File: src/rtl/irq_agg_pkg.sv
package irq_agg_pkg;
  localparam int DATA_W = 32;
  localparam int ADDR_W = 4;

  localparam logic [ADDR_W-1:0] A_TOP_STAT = 4'd0;
  localparam logic [ADDR_W-1:0] A_TOP_EN   = 4'd1;
  localparam logic [ADDR_W-1:0] A_CFG      = 4'd2;
  localparam logic [ADDR_W-1:0] A_SUM_PEND = 4'd3;
  localparam logic [ADDR_W-1:0] A_SUM_MASK = 4'd4;
  localparam logic [ADDR_W-1:0] A_BM_PEND  = 4'd5;
  localparam logic [ADDR_W-1:0] A_BM_MASK  = 4'd6;
  localparam logic [ADDR_W-1:0] A_SE_PEND  = 4'd7;
  localparam logic [ADDR_W-1:0] A_SE_MASK  = 4'd8;
  localparam logic [ADDR_W-1:0] A_TS_REG   = 4'd15;

  localparam int TOP_TS_BIT    = 29;
  localparam int TOP_SW_BIT    = 28;
  localparam int CFG_IRQEN_BIT = 8;
  localparam int TS_EN_OFS     = 16;
  localparam int SUM_GROUPS    = 3;

  typedef struct packed {
    logic topEnWr;
    logic cfgWr;
    logic sumMaskWr;
    logic bmClr;
    logic bmMaskWr;
    logic seClr;
    logic seMaskWr;
    logic tsWr;
  } regStrobe_t;
endpackage

File: src/rtl/irq_pend_cell.sv
module irq_pend_cell #(
  parameter int N = 4
) (
  input  logic         clk,
  input  logic         rstN,
  input  logic [N-1:0] evt,
  input  logic         clrStb,
  input  logic [N-1:0] clrBits,
  input  logic         maskStb,
  input  logic [N-1:0] maskBits,
  output logic [N-1:0] pend,
  output logic [N-1:0] mask,
  output logic         hit
);
  logic [N-1:0] clrVec;

  assign clrVec = clrStb ? clrBits : '0;

  always_ff @(posedge clk) begin
    if (!rstN) begin
      pend <= '0;
      mask <= '0;
    end else begin
      pend <= (pend & ~clrVec) | evt;
      if (maskStb) mask <= maskBits;
    end
  end

  assign hit = |(pend & mask);

  // a set bit survives any cycle without a clear strobe
  a_r2_sticky: assert property (@(posedge clk) disable iff (!rstN)
    !clrStb |=> ((pend & $past(pend)) == $past(pend)));

  // an arriving event always leaves its bit set, even against a clear
  a_r2_event_wins: assert property (@(posedge clk) disable iff (!rstN)
    (|evt) |=> ((pend & $past(evt)) == $past(evt)));
endmodule

File: src/rtl/irq_agg_ctrl.sv
module irq_agg_ctrl
  import irq_agg_pkg::*;
(
  input  logic              wrEn,
  input  logic [ADDR_W-1:0] addr,
  output regStrobe_t        stb
);
  always_comb begin
    stb = '0;
    if (wrEn) begin
      unique case (addr)
        A_TOP_EN:   stb.topEnWr   = 1'b1;
        A_CFG:      stb.cfgWr     = 1'b1;
        A_SUM_MASK: stb.sumMaskWr = 1'b1;
        A_BM_PEND:  stb.bmClr     = 1'b1;
        A_BM_MASK:  stb.bmMaskWr  = 1'b1;
        A_SE_PEND:  stb.seClr     = 1'b1;
        A_SE_MASK:  stb.seMaskWr  = 1'b1;
        A_TS_REG:   stb.tsWr      = 1'b1;
        default:    stb           = '0;
      endcase
    end
  end
endmodule

File: src/rtl/irq_agg_datapath.sv
module irq_agg_datapath
  import irq_agg_pkg::*;
#(
  parameter int BM_SRC = 4,
  parameter int SE_SRC = 4,
  parameter int TS_SRC = 9
) (
  input  logic              clk,
  input  logic              rstN,
  input  regStrobe_t        stb,
  input  logic [ADDR_W-1:0] addr,
  input  logic [DATA_W-1:0] wrData,
  input  logic [BM_SRC-1:0] bmEvent,
  input  logic [SE_SRC-1:0] seEvent,
  input  logic [TS_SRC-1:0] tsEvent,
  output logic [DATA_W-1:0] rdData,
  output logic              irqOut
);
  logic [BM_SRC-1:0] bmPend, bmMask;
  logic [SE_SRC-1:0] sePend, seMask;
  logic [TS_SRC-1:0] tsStat, tsEn;
  logic bmHit, seHit, tsHit, macHit;
  logic [SUM_GROUPS-1:0] sumPend, sumMask;
  logic [1:0] topEn;  // [1] time-stamp, [0] switch
  logic cfgIrqEn, swInt, tsInt;
  logic [DATA_W-1:0] topStat;

  irq_pend_cell #(.N(BM_SRC)) u_bm (
    .clk(clk), .rstN(rstN), .evt(bmEvent),
    .clrStb(stb.bmClr), .clrBits(wrData[BM_SRC-1:0]),
    .maskStb(stb.bmMaskWr), .maskBits(wrData[BM_SRC-1:0]),
    .pend(bmPend), .mask(bmMask), .hit(bmHit));

  irq_pend_cell #(.N(SE_SRC)) u_se (
    .clk(clk), .rstN(rstN), .evt(seEvent),
    .clrStb(stb.seClr), .clrBits(wrData[SE_SRC-1:0]),
    .maskStb(stb.seMaskWr), .maskBits(wrData[SE_SRC-1:0]),
    .pend(sePend), .mask(seMask), .hit(seHit));

  irq_pend_cell #(.N(TS_SRC)) u_ts (
    .clk(clk), .rstN(rstN), .evt(tsEvent),
    .clrStb(stb.tsWr), .clrBits(wrData[TS_SRC-1:0]),
    .maskStb(stb.tsWr), .maskBits(wrData[TS_EN_OFS +: TS_SRC]),
    .pend(tsStat), .mask(tsEn), .hit(tsHit));

  assign macHit  = 1'b0;  // port MACs carry no active sources
  assign sumPend = {macHit, seHit, bmHit};
  assign swInt   = |(sumPend & sumMask);
  assign tsInt   = tsHit;

  always_ff @(posedge clk) begin
    if (!rstN) begin
      topEn    <= '0;
      cfgIrqEn <= 1'b0;
      sumMask  <= '0;
      irqOut   <= 1'b0;
    end else begin
      if (stb.topEnWr) topEn <= {wrData[TOP_TS_BIT], wrData[TOP_SW_BIT]};
      if (stb.cfgWr) cfgIrqEn <= wrData[CFG_IRQEN_BIT];
      if (stb.sumMaskWr) sumMask <= wrData[SUM_GROUPS-1:0];
      irqOut <= cfgIrqEn & |({tsInt, swInt} & topEn);
    end
  end

  always_comb begin
    topStat = '0;
    topStat[TOP_TS_BIT] = tsInt;
    topStat[TOP_SW_BIT] = swInt;
  end

  always_comb begin
    rdData = '0;
    case (addr)
      A_TOP_STAT: rdData = topStat;
      A_TOP_EN: begin
        rdData[TOP_TS_BIT] = topEn[1];
        rdData[TOP_SW_BIT] = topEn[0];
      end
      A_CFG:      rdData[CFG_IRQEN_BIT] = cfgIrqEn;
      A_SUM_PEND: rdData = DATA_W'(sumPend);
      A_SUM_MASK: rdData = DATA_W'(sumMask);
      A_BM_PEND:  rdData = DATA_W'(bmPend);
      A_BM_MASK:  rdData = DATA_W'(bmMask);
      A_SE_PEND:  rdData = DATA_W'(sePend);
      A_SE_MASK:  rdData = DATA_W'(seMask);
      A_TS_REG: begin
        rdData[TS_SRC-1:0] = tsStat;
        rdData[TS_EN_OFS +: TS_SRC] = tsEn;
      end
      default:    rdData = '0;  // MAC pending/mask words read zero
    endcase
  end

  // global enable low keeps the output low on the next cycle
  a_r6_gate_off: assert property (@(posedge clk) disable iff (!rstN)
    !cfgIrqEn |=> !irqOut);

  // enabled top-level cause with global enable raises the output next cycle
  a_r6_follow: assert property (@(posedge clk) disable iff (!rstN)
    (cfgIrqEn && ((tsInt && topEn[1]) || (swInt && topEn[0]))) |=> irqOut);

  // no enabled cause left means the output falls one clock later
  a_r10_drop: assert property (@(posedge clk) disable iff (!rstN)
    (!(tsInt && topEn[1]) && !(swInt && topEn[0])) |=> !irqOut);

  // a summary bit can only be seen when its group has an enabled pending bit
  a_r3_summary_source: assert property (@(posedge clk) disable iff (!rstN)
    swInt |-> ((bmHit && sumMask[0]) || (seHit && sumMask[1])));
endmodule

File: src/rtl/irq_aggregator.sv
module irq_aggregator
  import irq_agg_pkg::*;
#(
  parameter int BM_SRC = 4,
  parameter int SE_SRC = 4,
  parameter int TS_SRC = 9
) (
  input  logic              clk,
  input  logic              rstN,
  input  logic              wrEn,
  input  logic [ADDR_W-1:0] addr,
  input  logic [DATA_W-1:0] wrData,
  output logic [DATA_W-1:0] rdData,
  input  logic [BM_SRC-1:0] bmEvent,
  input  logic [SE_SRC-1:0] seEvent,
  input  logic [TS_SRC-1:0] tsEvent,
  output logic              irqOut
);
  regStrobe_t stb;

  irq_agg_ctrl u_ctrl (
    .wrEn(wrEn), .addr(addr), .stb(stb));

  irq_agg_datapath #(.BM_SRC(BM_SRC), .SE_SRC(SE_SRC), .TS_SRC(TS_SRC)) u_dp (
    .clk(clk), .rstN(rstN), .stb(stb), .addr(addr), .wrData(wrData),
    .bmEvent(bmEvent), .seEvent(seEvent), .tsEvent(tsEvent),
    .rdData(rdData), .irqOut(irqOut));
endmodule

File: config.mk
export PLATFORM = sky130hd
export DESIGN_NAME = irq_aggregator
export DESIGN_NICKNAME = d
export VERILOG_FILES = /design/src/rtl/irq_agg_pkg.sv /design/src/rtl/irq_pend_cell.sv /design/src/rtl/irq_agg_ctrl.sv /design/src/rtl/irq_agg_datapath.sv /design/src/rtl/irq_aggregator.sv
export SDC_FILE = /design/constraint.sdc
export NUM_CORES = 1
export LEC_CHECK = 0
export BUFFER_PORTS_ARGS = -buffer_cell sky130_fd_sc_hd__clkbuf_2
export CAP_MARGIN = 20
export CORE_MARGIN = 3
export CORE_UTILIZATION = 35
export DETAILED_ROUTE_END_ITERATION = 10
export PLACE_DENSITY = 0.58
export SLEW_MARGIN = 10
export SYNTH_ARGS = -nofsm -noshare
export SYNTH_HDL_FRONTEND = slang
export SYNTH_SLANG_ARGS = --single-unit
File: constraint.sdc
create_clock -name clk -period 1.4 [get_ports clk]
set_input_delay 0.07 -clock clk [delete_from_list [all_inputs] [get_ports clk]]
set_output_delay 0.07 -clock clk [all_outputs]
set_load 0.05 [all_outputs]
==> summary.txt <==
Outcome
  – Outcome: finished with violations
  – Failing checks: setup timing

Worst setup path
  – R2r setup slk: -10 ps
  – CP startpoint kind: flip-flop
  – Crit Path Category: reg2out
  – RR Endpoint: u_dp.irqOut
  – Crit path from: u_dp.u_ts.pend[1]
  – Reg2Reg Depth: 5
  – Worst Setup End Kind: output pin
  – Max FO, Critical Path: 3
  – Crit path required time: 1330 ps
  – Critical path endpoint: rdData[29]
  – Worst r2r src: u_dp.u_ts.pend[1]
  – Critical Path AT: between 1500 and 2000 ps

Layout
  – Fillers: 552
  – Share of cells above drive strength 1: 0.372
  – Multi-input logic area: approximately 0.0013 mm^2
  – Flip-flop and latch area: 833 um^2
  – Finished Layout Cells: 424
  – Fin nets: 404
  – Util after Layout: 0.538
  – Design area: roughly 0.0032 mm^2
  – Area Overhead vs Synth: 46.9%
  – Ant diodes: 0

GRT
  – Global route overflow: 0
  – Global-route wire length before repair: around 10000 um
  – Tot GR Track Use: 0.172
  – Pin count of the biggest net entering global routing: 26
  – Initial antenna violation count: 0
  – Vias in the first global route: 2084

Route
  – Vias: between 2000 and 2500
  – Drt first pass iters: 4
  – DRC viols: 0
  – DRT antenna net count: 0
  – Final WL: 6020 um
  – Vias per cell: just under 5
  – DRT iter0 DRCs: 83
  – Mean routed wirelength per cell: approximately 14 um

Synthesis
  – Post-synth ARST share: 0
  – Post-Syn Instances: between 200 and 250
  – Netlist cell types: a little over 40
  – Mean post-synth cell area: 9.10 um^2
  – Synth Cell Area: 0.00219 mm^2
  – Synth Register Bits: roughly 40
  – Number of synthesized flops with an enable pin: 0
  – Synthesis Warnings: 0
  – Register area share after synthesis: 0.374
  – Main synth FF type: dfxtp_1

Timing
  – WHS: 6.35 ps
  – Post-layout min period: approximately 1800 ps
  – Setup_tns: -970 ps
  – Final Slew Violations: 0
  – Final period util: 1.27
  – Final setup margin: -383 ps
  – Unrepaired setup endpoints after global routing: true
  – Worst Clk Skew: roughly 6.2 ps
  – Hold Vio Cnt, Final: 0
  – Peak Freq: ~0.56 GHz
  – Final setup vio count: 7

Die
  – Core ar.: between 0.005 and 0.006 mm^2
  – IO Count: just under 90
  – Width of the die: 85.2 um
  – Initial Util: 0.366
  – Cell Rows: 28
  – Die Ht: roughly 85 um
  – Die area: 0.00725 mm^2

Clocking
  – CTS tree: yes
  – Clk_lat worst skew: 290 ps
  – Clock Tree Buf Depth: 2
  – CTS Root Cell: clkbuf_8
  – Cts bufs inserted: 5
  – Clock sinks: 41
  – H-tree lvl count: 2
  – Clk slew on worst S/H paths: 80 ps

Hold path
  – Tightest Hold Check Type: in2reg

Power and ir drop
  – P per Cell Area: between 800 and 900 mW/mm^2
  – Worst IR Drop VDD: between 0.0004 and 0.0005 V
  – Lkg Pwr: 0.00143 uW

Flow run
  – Max-Cap Viols: 0

Placement
  – Placed insts: between 300 and 400
  – GP Congestion: between 0.8 and 0.9
  – Dpl cell area: roughly 0.0027 mm^2
  – HPWL Detailed: around 4400 um
  – IO buf count: 64
-- routing by layer --
metal	GRT usage	up-vias	wire [um]
met1	0.239	993	2840
li1	-	1041	-
met3	0.0359	5	337
met4	0.0360	0	44
met2	0.276	64	2790
met5	0	-	0
-- layout by cell type (no fill, tap or decap), types with 2 or more instances in the layout --
cell type,count
clkbuf_2,57
dfxtp_1,31
buf_4,27
dlygate4sd3_1,23
nand2_1,22
nor2b_1,18
o21a_1,17
a21boi_0,16
and2_1,15
mux2i_1,15
conb_1,12
dfxtp_2,10
a21boi_1,9
and3_1,7
clkbuf_8,6
buf_12,6
a22oi_2,5
nand3_1,5
o21ai_0,3
a22oi_1,3
a31oi_1,3
nand2_2,2
nor3_1,2
nor2_1,2
o21ai_1,2
a221o_1,2
a32oi_2,2
a32oi_1,2
buf_8,2
buf_6,2
-- cell usage after synthesis, types with 2 or more instances --
| cell type | count | share of area |
|---|---|---|
| nor2_1 | 2 | 0.0034 |
| and3_1 | 7 | 0.020 |
| mux2i_1 | 15 | 0.068 |
| a32oi_1 | 4 | 0.016 |
| a21boi_0 | 16 | 0.055 |
| clkbuf_1 | 8 | 0.014 |
| a31oi_1 | 3 | 0.0086 |
| buf_6 | 4 | 0.021 |
| mux2_2 | 2 | 0.010 |
| buf_4 | 12 | 0.041 |
| nor3_1 | 2 | 0.0046 |
| buf_2 | 2 | 0.0046 |
| o21a_1 | 17 | 0.058 |
| a21boi_1 | 9 | 0.031 |
| nand2_1 | 24 | 0.041 |
| o21ai_0 | 6 | 0.014 |
| a221o_1 | 2 | 0.0091 |
| and2_1 | 15 | 0.043 |
| nand3_1 | 5 | 0.011 |
| a22oi_1 | 8 | 0.027 |
| dfxtp_1 | 41 | 0.37 |
| nor2b_1 | 18 | 0.051 |
-- logic make-up after synthesis --
family,synth area share
and+or+nand+nor,0.202
AOI/OAI and AO/OA,0.250
DFF,0.374
buffers and inverters,0.0930
muxes,0.0787
other,0.00171
-- worst max-delay path, cell delays in order (launching register included) --
cell      delay, ps
dfxtp_2         330
a222oi_1        320
nand3_1         110
a221o_1         310
o21ba_4         210
buf_8           140
-- registers in the layout, indices dropped and copies added, names as in the netlist --
name,flops
u_dp.u_ts.mask,9
u_dp.u_ts.pend,9
u_dp.u_bm.mask,4
u_dp.u_bm.pend,4
u_dp.u_se.mask,4
u_dp.u_se.pend,4
u_dp.sumMask,3
u_dp.topEn,2
u_dp.cfgIrqEn,1
u_dp.irqOut,1
-- cell type report --
type	count	share of cell area
well taps	75	0.0291
inverters	1	0.00116
multi-input cells	182	0.399
repair buffers	117	0.276
flip-flops and latches	41	0.259
clock inverters	1	0.00932
clock buffers	7	0.0268
-- power by group --
group / switching, uW / leakage [uW] / internal, uW
logic: 263 / 0.00103 / 239
clock network: 403 / 0.0000585 / 582
registers: 35.8 / 0.000340 / 1210
-- worst min path at each step --
stage | end | cells after the start | start
2_1_floorplan | u_dp.u_ts.pend[8] | 1 | tsEvent[8]
3_3_place_gp | u_dp.u_bm.pend[1] | 2 | bmEvent[1]
3_5_place_dp | u_dp.u_bm.pend[0] | 2 | bmEvent[0]
4_1_cts | u_dp.u_ts.mask[1] | 3 | wrData[17]
5_1_grt | u_dp.u_ts.pend[3] | 2 | tsEvent[3]
6_report | u_dp.u_ts.mask[1] | 3 | wrData[17]
-- through the flow --
step	power (uW)	setup WS, ps
detailed placement	1700	-161
global placement	1700	-128
finish	2730	-383
global route	2840	-489
CTS	2750	-412
floorplan	1550	-104
-- what timing repair did --
item | 4_1_cts | 5_1_grt
setup buffers | 1 | 2
gates cloned | 0 | 0
resized for setup | 28 | 8
pin swaps | 11 | 4
setup endpoints to repair | 8 | 8
hold buffers | 23 | 0
endpoints found under the hold margin | 23 | 0
Note: power is estimated with default switching activity, not from simulation.
